File: src/rtl/irq_bank_pkg.sv
// Package: shared types and helpers for the interrupt request flag bank.
// Assumes nothing beyond IEEE 1800-2017; holds the pin mode encoding.
package irq_bank_pkg;

    typedef enum logic [1:0] {
        PM_LOW_LEVEL = 2'b00,
        PM_FALL      = 2'b01,
        PM_RISE      = 2'b10,
        PM_BOTH      = 2'b11
    } pin_mode_e;

    // True when a pin mode code selects level detection.
    function automatic logic mode_is_level(input logic [1:0] code);
        return code == PM_LOW_LEVEL;
    endfunction

endpackage

File: src/rtl/irq_pin_detect.sv
// Module: irq_pin_detect
// Synchronises the asynchronous external request pins with two flops and
// turns each into a request for its flag cell: in level mode the inverted
// synchronised pin, in edge modes a one-cycle pulse on the chosen transition.
// Assumes pins idle high and that the mode inputs are quasi-static.
module irq_pin_detect
    import irq_bank_pkg::*;
#(
    parameter int NUM_PINS = 6
) (
    input  logic                  clk,
    input  logic                  rst_n,
    input  logic [NUM_PINS-1:0]   pin_n,
    input  logic [2*NUM_PINS-1:0] pin_mode,
    output logic [NUM_PINS-1:0]   pin_level,
    output logic [NUM_PINS-1:0]   pin_req
);

    logic [NUM_PINS-1:0] sync_a;
    logic [NUM_PINS-1:0] sync_b;
    logic [NUM_PINS-1:0] last_b;

    // Two-flop synchroniser plus one history stage for transition detection.
    always_ff @(posedge clk) begin
        if (!rst_n) begin
            sync_a <= '1;
            sync_b <= '1;
            last_b <= '1;
        end else begin
            sync_a <= pin_n;
            sync_b <= sync_a;
            last_b <= sync_b;
        end
    end

    for (genvar p = 0; p < NUM_PINS; p++) begin : g_pin
        logic [1:0] code;
        logic       fell;
        logic       rose;

        assign code = pin_mode[2*p +: 2];
        assign fell = last_b[p] & ~sync_b[p];
        assign rose = ~last_b[p] & sync_b[p];

        // Select the request seen by the flag cell from the pin's mode code.
        always_comb begin
            pin_level[p] = mode_is_level(code);
            unique case (code)
                PM_LOW_LEVEL: pin_req[p] = ~sync_b[p];
                PM_FALL:      pin_req[p] = fell;
                PM_RISE:      pin_req[p] = rose;
                default:      pin_req[p] = fell | rose;
            endcase
        end

        // A level-mode pin request always mirrors the inverted synchronised pin.
        assert_pin_level_R8: assert property (@(posedge clk) disable iff (!rst_n)
            (code == PM_LOW_LEVEL) |-> (pin_req[p] == ~sync_b[p]));
    end

endmodule

File: src/rtl/irq_flag_cell.sv
// Module: irq_flag_cell
// One interrupt status flag. Edge style: sticky, set by a request pulse,
// cleared by acknowledge or by an allowed write of 0, set wins over clear.
// Level style: registered copy of the request, untouched by ack and writes.
// Assumes ack_hit and wr_hit are already decoded for this vector.
module irq_flag_cell (
    input  logic clk,
    input  logic rst_n,
    input  logic level_mode,
    input  logic src,
    input  logic ack_hit,
    input  logic wr_hit,
    input  logic wr_bit,
    input  logic to_xfer,
    output logic flag
);

    logic sw_clear;
    logic any_clear;

    // Software may clear only with a 0 and only for CPU-served requests.
    always_comb begin
        sw_clear  = wr_hit & ~wr_bit & ~to_xfer;
        any_clear = ack_hit | sw_clear;
    end

    // Flag update by detection style.
    always_ff @(posedge clk) begin
        if (!rst_n) begin
            flag <= 1'b0;
        end else if (level_mode) begin
            flag <= src;
        end else begin
            flag <= src | (flag & ~any_clear);
        end
    end

    assert_edge_set_R3: assert property (@(posedge clk) disable iff (!rst_n)
        (!level_mode && src) |=> flag);

    assert_edge_hold_R3: assert property (@(posedge clk) disable iff (!rst_n)
        (!level_mode && flag && !ack_hit && !wr_hit) |=> flag);

    assert_ack_clear_R4: assert property (@(posedge clk) disable iff (!rst_n)
        (!level_mode && ack_hit && !src) |=> !flag);

    assert_xfer_write_ignored_R5: assert property (@(posedge clk) disable iff (!rst_n)
        (!level_mode && flag && wr_hit && to_xfer && !ack_hit) |=> flag);

    assert_write_one_no_set_R2: assert property (@(posedge clk) disable iff (!rst_n)
        (!level_mode && !flag && !src && wr_hit && wr_bit) |=> !flag);

    assert_level_follow_R6: assert property (@(posedge clk) disable iff (!rst_n)
        level_mode |=> (flag == $past(src)));

endmodule

File: src/rtl/irq_read_mux.sv
// Module: irq_read_mux
// Combinational readback: returns the addressed vector's flag in bit 0,
// zero in all other bits and for addresses below the first vector.
module irq_read_mux #(
    parameter int ADDR_W    = 8,
    parameter int DATA_W    = 8,
    parameter int VEC_FIRST = 16,
    parameter int NUM_VEC   = 240
) (
    input  logic [NUM_VEC-1:0] flags,
    input  logic [ADDR_W-1:0]  addr,
    output logic [DATA_W-1:0]  rdata
);

    localparam logic [ADDR_W-1:0] FIRST_A = ADDR_W'(VEC_FIRST);

    logic [ADDR_W-1:0] offset;
    logic              in_range;

    // Decode the window and pick the flag bit.
    always_comb begin
        offset   = addr - FIRST_A;
        in_range = (addr >= FIRST_A) && (int'(offset) < NUM_VEC);
        rdata    = '0;
        if (in_range) begin
            rdata[0] = flags[offset];
        end
    end

endmodule

File: src/rtl/irq_flag_bank.sv
// Module: irq_flag_bank (top)
// Bank of per-vector interrupt status flags with edge/level detection,
// external pin sources, acknowledge clearing and a byte register port.
// Assumes byte address equals vector number and one ack per cycle.
module irq_flag_bank
    import irq_bank_pkg::*;
#(
    parameter int ADDR_W       = 8,
    parameter int DATA_W       = 8,
    parameter int VEC_FIRST    = 16,
    parameter int VEC_LAST     = 255,
    parameter int NUM_PINS     = 6,
    parameter int PIN_VEC_BASE = 64,
    parameter logic [VEC_LAST-VEC_FIRST:0] LEVEL_SRC_MASK =
        (VEC_LAST-VEC_FIRST+1)'(4'hF) << (100 - VEC_FIRST)
) (
    input  logic                          clk,
    input  logic                          rst_n,
    input  logic [VEC_LAST-VEC_FIRST:0]   periph_req,
    input  logic [NUM_PINS-1:0]           pin_n,
    input  logic [2*NUM_PINS-1:0]         pin_mode,
    input  logic [VEC_LAST-VEC_FIRST:0]   dest_xfer,
    input  logic                          ack_valid,
    input  logic [ADDR_W-1:0]             ack_vec,
    input  logic                          bus_wr,
    input  logic [ADDR_W-1:0]             bus_addr,
    input  logic [DATA_W-1:0]             bus_wdata,
    output logic [DATA_W-1:0]             bus_rdata,
    output logic [VEC_LAST-VEC_FIRST:0]   flags
);

    localparam int NUM_VEC = VEC_LAST - VEC_FIRST + 1;

    logic [NUM_PINS-1:0] pin_level;
    logic [NUM_PINS-1:0] pin_req;

    irq_pin_detect #(
        .NUM_PINS (NUM_PINS)
    ) u_pins (
        .clk       (clk),
        .rst_n     (rst_n),
        .pin_n     (pin_n),
        .pin_mode  (pin_mode),
        .pin_level (pin_level),
        .pin_req   (pin_req)
    );

    for (genvar i = 0; i < NUM_VEC; i++) begin : g_vec
        localparam int              VNUM   = VEC_FIRST + i;
        localparam logic [ADDR_W-1:0] VADDR = ADDR_W'(VNUM);
        localparam bit              IS_PIN = (VNUM >= PIN_VEC_BASE) &&
                                             (VNUM < PIN_VEC_BASE + NUM_PINS);

        logic lvl;
        logic src;
        logic ack_hit;
        logic wr_hit;

        if (IS_PIN) begin : g_src_pin
            assign lvl = pin_level[VNUM - PIN_VEC_BASE];
            assign src = pin_req[VNUM - PIN_VEC_BASE];
        end else begin : g_src_periph
            assign lvl = LEVEL_SRC_MASK[i];
            assign src = periph_req[i];
        end

        assign ack_hit = ack_valid & (ack_vec == VADDR);
        assign wr_hit  = bus_wr & (bus_addr == VADDR);

        irq_flag_cell u_cell (
            .clk        (clk),
            .rst_n      (rst_n),
            .level_mode (lvl),
            .src        (src),
            .ack_hit    (ack_hit),
            .wr_hit     (wr_hit),
            .wr_bit     (bus_wdata[0]),
            .to_xfer    (dest_xfer[i]),
            .flag       (flags[i])
        );
    end

    irq_read_mux #(
        .ADDR_W    (ADDR_W),
        .DATA_W    (DATA_W),
        .VEC_FIRST (VEC_FIRST),
        .NUM_VEC   (NUM_VEC)
    ) u_rd (
        .flags (flags),
        .addr  (bus_addr),
        .rdata (bus_rdata)
    );

endmodule

File: config.mk
export PLATFORM = sky130hd
export DESIGN_NAME = irq_flag_bank
export DESIGN_NICKNAME = d
export VERILOG_FILES = /design/src/rtl/irq_bank_pkg.sv /design/src/rtl/irq_pin_detect.sv /design/src/rtl/irq_flag_cell.sv /design/src/rtl/irq_read_mux.sv /design/src/rtl/irq_flag_bank.sv
export SDC_FILE = /design/constraint.sdc
export NUM_CORES = 1
export LEC_CHECK = 0
export ABC_AREA = 0
export BUFFER_PORTS_ARGS = -buffer_cell sky130_fd_sc_hd__buf_2
export CELL_PAD_IN_SITES_DETAIL_PLACEMENT = 1
export CELL_PAD_IN_SITES_GLOBAL_PLACEMENT = 1
export CORE_AREA = 4 4 298 300
export CTS_BUF_LIST = sky130_fd_sc_hd__clkbuf_8
export CTS_CLUSTER_DIAMETER = 200
export DETAILED_ROUTE_END_ITERATION = 6
export DIE_AREA = 0 0 302 304
export PLACE_DENSITY_LB_ADDON = 0.1
export SLEW_MARGIN = 10
export SYNTH_ARGS = -nofsm -noshare
export SYNTH_HDL_FRONTEND = slang
export SYNTH_SLANG_ARGS = --single-unit
export TNS_END_PERCENT = 50
File: constraint.sdc
create_clock -name clk -period 2.5 [get_ports clk]
set_clock_uncertainty 0.15 [all_clocks]
set_input_delay 0.5 -clock clk [delete_from_list [all_inputs] [get_ports clk]]
set_output_delay 0.5 -clock clk [all_outputs]
set_load 0.01 [all_outputs]
==> run summary <==
Status: finished, violations left
Violated checks: setup timing
Vias per inst: 4.70
Top post-synthesis cells by area: dfxtp_1 (33%), buf_4 (12%), o31ai_1 (11%)
Critical path's slowest cell: mux4_2
Period utilization: 1.37
Yosys warnings: 0
Worst reg2reg setup slack: 0.47 ns
Syn Inst Count: 1,721
Layout cells sized above 1: 0.451
Clock buffer count from CTS: 55
Type of the worst min-delay path: in -> reg
Largest fanout on the critical path: 2
Largest net degree at the start of global routing: 73
Cell Pwr Density: 505 nW/um2
Grt peak-use layer: met2
Crit path cell chain: mux4_2 -> mux2i_2 -> o21ai_2 -> or4_4 -> a32oi_4 -> o32ai_4 -> buf_2
DRT Pass-1 Iters: 7
Post-route cell area: 25,500 um2
CTS Buffer Depth: 3
Tot GR Track Use: 0.263
Worst-Skew Late Latency: 0.67 ns
Utilization after layout: 0.296
First-pass GRT wire length: 169,000 um
IO Pins: 774
Worst EP arrival: 2.79 ns
Rows: 108
Gp weighted congestion: 0.872
DRC: 0
Setup TNS: -0.937 ns
Die ar.: 91,800 um2
Max Clock Freq: 291 MHz
Syn avg cell area: 9.06 um2
Distinct cells, synth: 61
Initial antenna violation count: 19
Placed Cells: 3,582
Max-slew headroom at the worst pin: 0.647
Worst endpoint required time: 1.85 ns
Hold path cells: 4
CTS tree: done
HPWL Detailed: 101,000 um
Hold_sp: pin_mode[2]
WL per Instance: 31.8 um
Remaining global-route overflow: 0
CTS H-tree depth: 2
RR Startpoint: u_pins.sync_b[4]
Die height: 304 um
Seq/Total Area, Yosys: 0.331
Final net count: 3,298
Highest ir drop seen on vdd: 0.318 mV
Async S/R FF share, synth: 0
Max Transition Viols Final: 0
Cells on worst reg2reg path: 5
Worst Setup Path Type: reg -> out
Yosys top cell area share: 0.331
Vias post-DR: 18,600
Post-place instance area: 21,600 um2
Crit path largest cell delay: 0.47 ns
Die X: 302 um
I/O Buffers: 749
Reg-to-reg critical path endpoint: g_vec[52].u_cell.flag
Critical path capture point type: output port
Hold Path End: g_vec[49].u_cell.flag
Clock sinks: 258
Seq cells post-synth: 258
Total routed wirelength: 126,000 um
CTS root buf: clkbuf_8
Post-CTS Setup Bufs: 0
Final Non-Filler Cells: 3,954
Grt met3 use: 0.0431
Met2 GRT Util: 0.470
Setup ws final: -0.937 ns
Top FF cell, synth: dfxtp_1
Initial DRC Count: 1,088
Initial Util: 0.181
Crit start category: flop
Number of global-route vias before repair: 20,300
Met1 usage: 0.333
Fin crit period: 3.44 ns
RSZ-0062 raised after global routing: yes
Most common cell in the synthesized netlist: dfxtp_1
P_leak: 0.0114 uW
CORE AREA: 86,200 um2
Mapped Area: 15,600 um2
Slew @ Worst Pin: 0.527 ns
Count of final setup violators: 1
Leading area contributor after synthesis: dfxtp_1
CTS clock-pin slew for the worst setup and hold paths: 0.06 ns
Post-synth EDFFs: 0
Post-DRT Antenna Nets: 0
Commonest cells post-synth: dfxtp_1 (258), buf_4 (254), a21oi_1 (253), o31ai_1 (227), o21a_1 (221)
Area Growth Syn to Fin: 63.7%
Max-Cap Viols: 0
Fin. Hold Viols: 0
report_power, final:
part           switching (uW)  internal (uW)
registers                 402           4410
logic                    1590           1690
clock network            2220           2580
total                    4220           8680
timing repair:
item | 4_1_cts | 5_1_grt
hold buffers | 271 | 0
endpoints found under the hold margin | 246 | 0
setup endpoints to repair | 1 | 3
pin swaps | 5 | 2
resized for setup | 29 | 8
state kept, by name (all words and copies together) (netlist names):
signal	cells
g_vec.u_cell.flag	240
u_pins.last_b	6
u_pins.sync_a	6
u_pins.sync_b	6
logic make-up after synthesis:
group / after synthesis / share of synthesized area
compound gates: 750 / 0.323
buf+inv: 392 / 0.165
xor+xnor: 2 / 0.00112
mux: 88 / 0.0959
other cells: 1 / 0.000240
flops: 258 / 0.331
fa+ha+maj: 17 / 0.0136
simple gates: 213 / 0.0700
routing by layer:
metal,up-vias,wire (um)
li1,8263,-
met1,9444,53000
met2,732,62900
met3,130,7240
met4,12,2520
met5,-,73
area by class of cell:
cell class	instances	area (um2)
Fill cell	10200	60700
Timing Repair Buffer	1341	9490
Multi-Input combinational cell	1077	8230
Sequential cell	258	5180
Tap cell	1155	1450
Clock buffer	70	963
Clock inverter	24	129
Inverter	22	82.6
Antenna cell	7	17.5
per-stage QoR:
stage	hold WS (ns)	total power (uW)	setup slack, ns
3_3_place_gp	0.246	7770	-1.07
2_1_floorplan	0.236	6200	-0.180
4_1_cts	0.00243	13100	-1.01
5_1_grt	0.0160	13500	-1.05
6_report	0.0544	12900	-0.937
3_5_place_dp	0.248	7790	-1.08
placed cells by master, fill, tap and decap left out, types with 4 or more instances in the layout:
cell / Yosys / final
buf_2: 12 / 746
buf_4: 254 / 274
dlygate4sd3_1: 0 / 271
a21oi_1: 253 / 253
dfxtp_1: 258 / 246
o31ai_1: 227 / 226
o21a_1: 221 / 221
clkbuf_8: 0 / 70
buf_12: 0 / 46
nand2_1: 45 / 45
inv_1: 21 / 38
mux2i_1: 38 / 37
mux4_2: 33 / 35
nor2_1: 39 / 25
nand2b_1: 23 / 23
nand3_1: 34 / 18
nor2b_1: 20 / 17
ha_1: 17 / 17
nand3_2: 0 / 16
nor2_4: 1 / 14
dfxtp_2: 0 / 12
nor3_2: 0 / 11
mux4_1: 12 / 10
a22oi_1: 10 / 10
a31oi_1: 9 / 9
diode_2: 0 / 7
nor3b_1: 7 / 7
conb_1: 1 / 7
nor3_1: 17 / 6
and2_1: 4 / 5
nand3b_1: 5 / 5
mux2_2: 5 / 5
or4_1: 5 / 4
nor4_1: 4 / 4
clkinv_2: 0 / 4
worst max-delay path, delay by kind of cell (launching register included):
kind	cells	cell delay, ns
AOI/OAI and AO/OA	3	0.49
buffers and inverters	1	0.17
DFF	1	0.35
muxes	2	0.66
and+or+nand+nor	1	0.43
how the worst max path moves through the flow:
stage	startpoint	slack (ns)	cells past startpoint	end
2_1_floorplan	bus_addr[1]	-0.18	9	bus_rdata[0]
3_3_place_gp	bus_addr[0]	-1.07	9	bus_rdata[0]
3_5_place_dp	bus_addr[0]	-1.08	9	bus_rdata[0]
4_1_cts	g_vec[170].u_cell.flag	-1.01	6	bus_rdata[0]
5_1_grt	g_vec[131].u_cell.flag	-1.05	7	bus_rdata[0]
6_report	g_vec[131].u_cell.flag	-0.94	7	bus_rdata[0]
(Power assumes the default switching activity.)
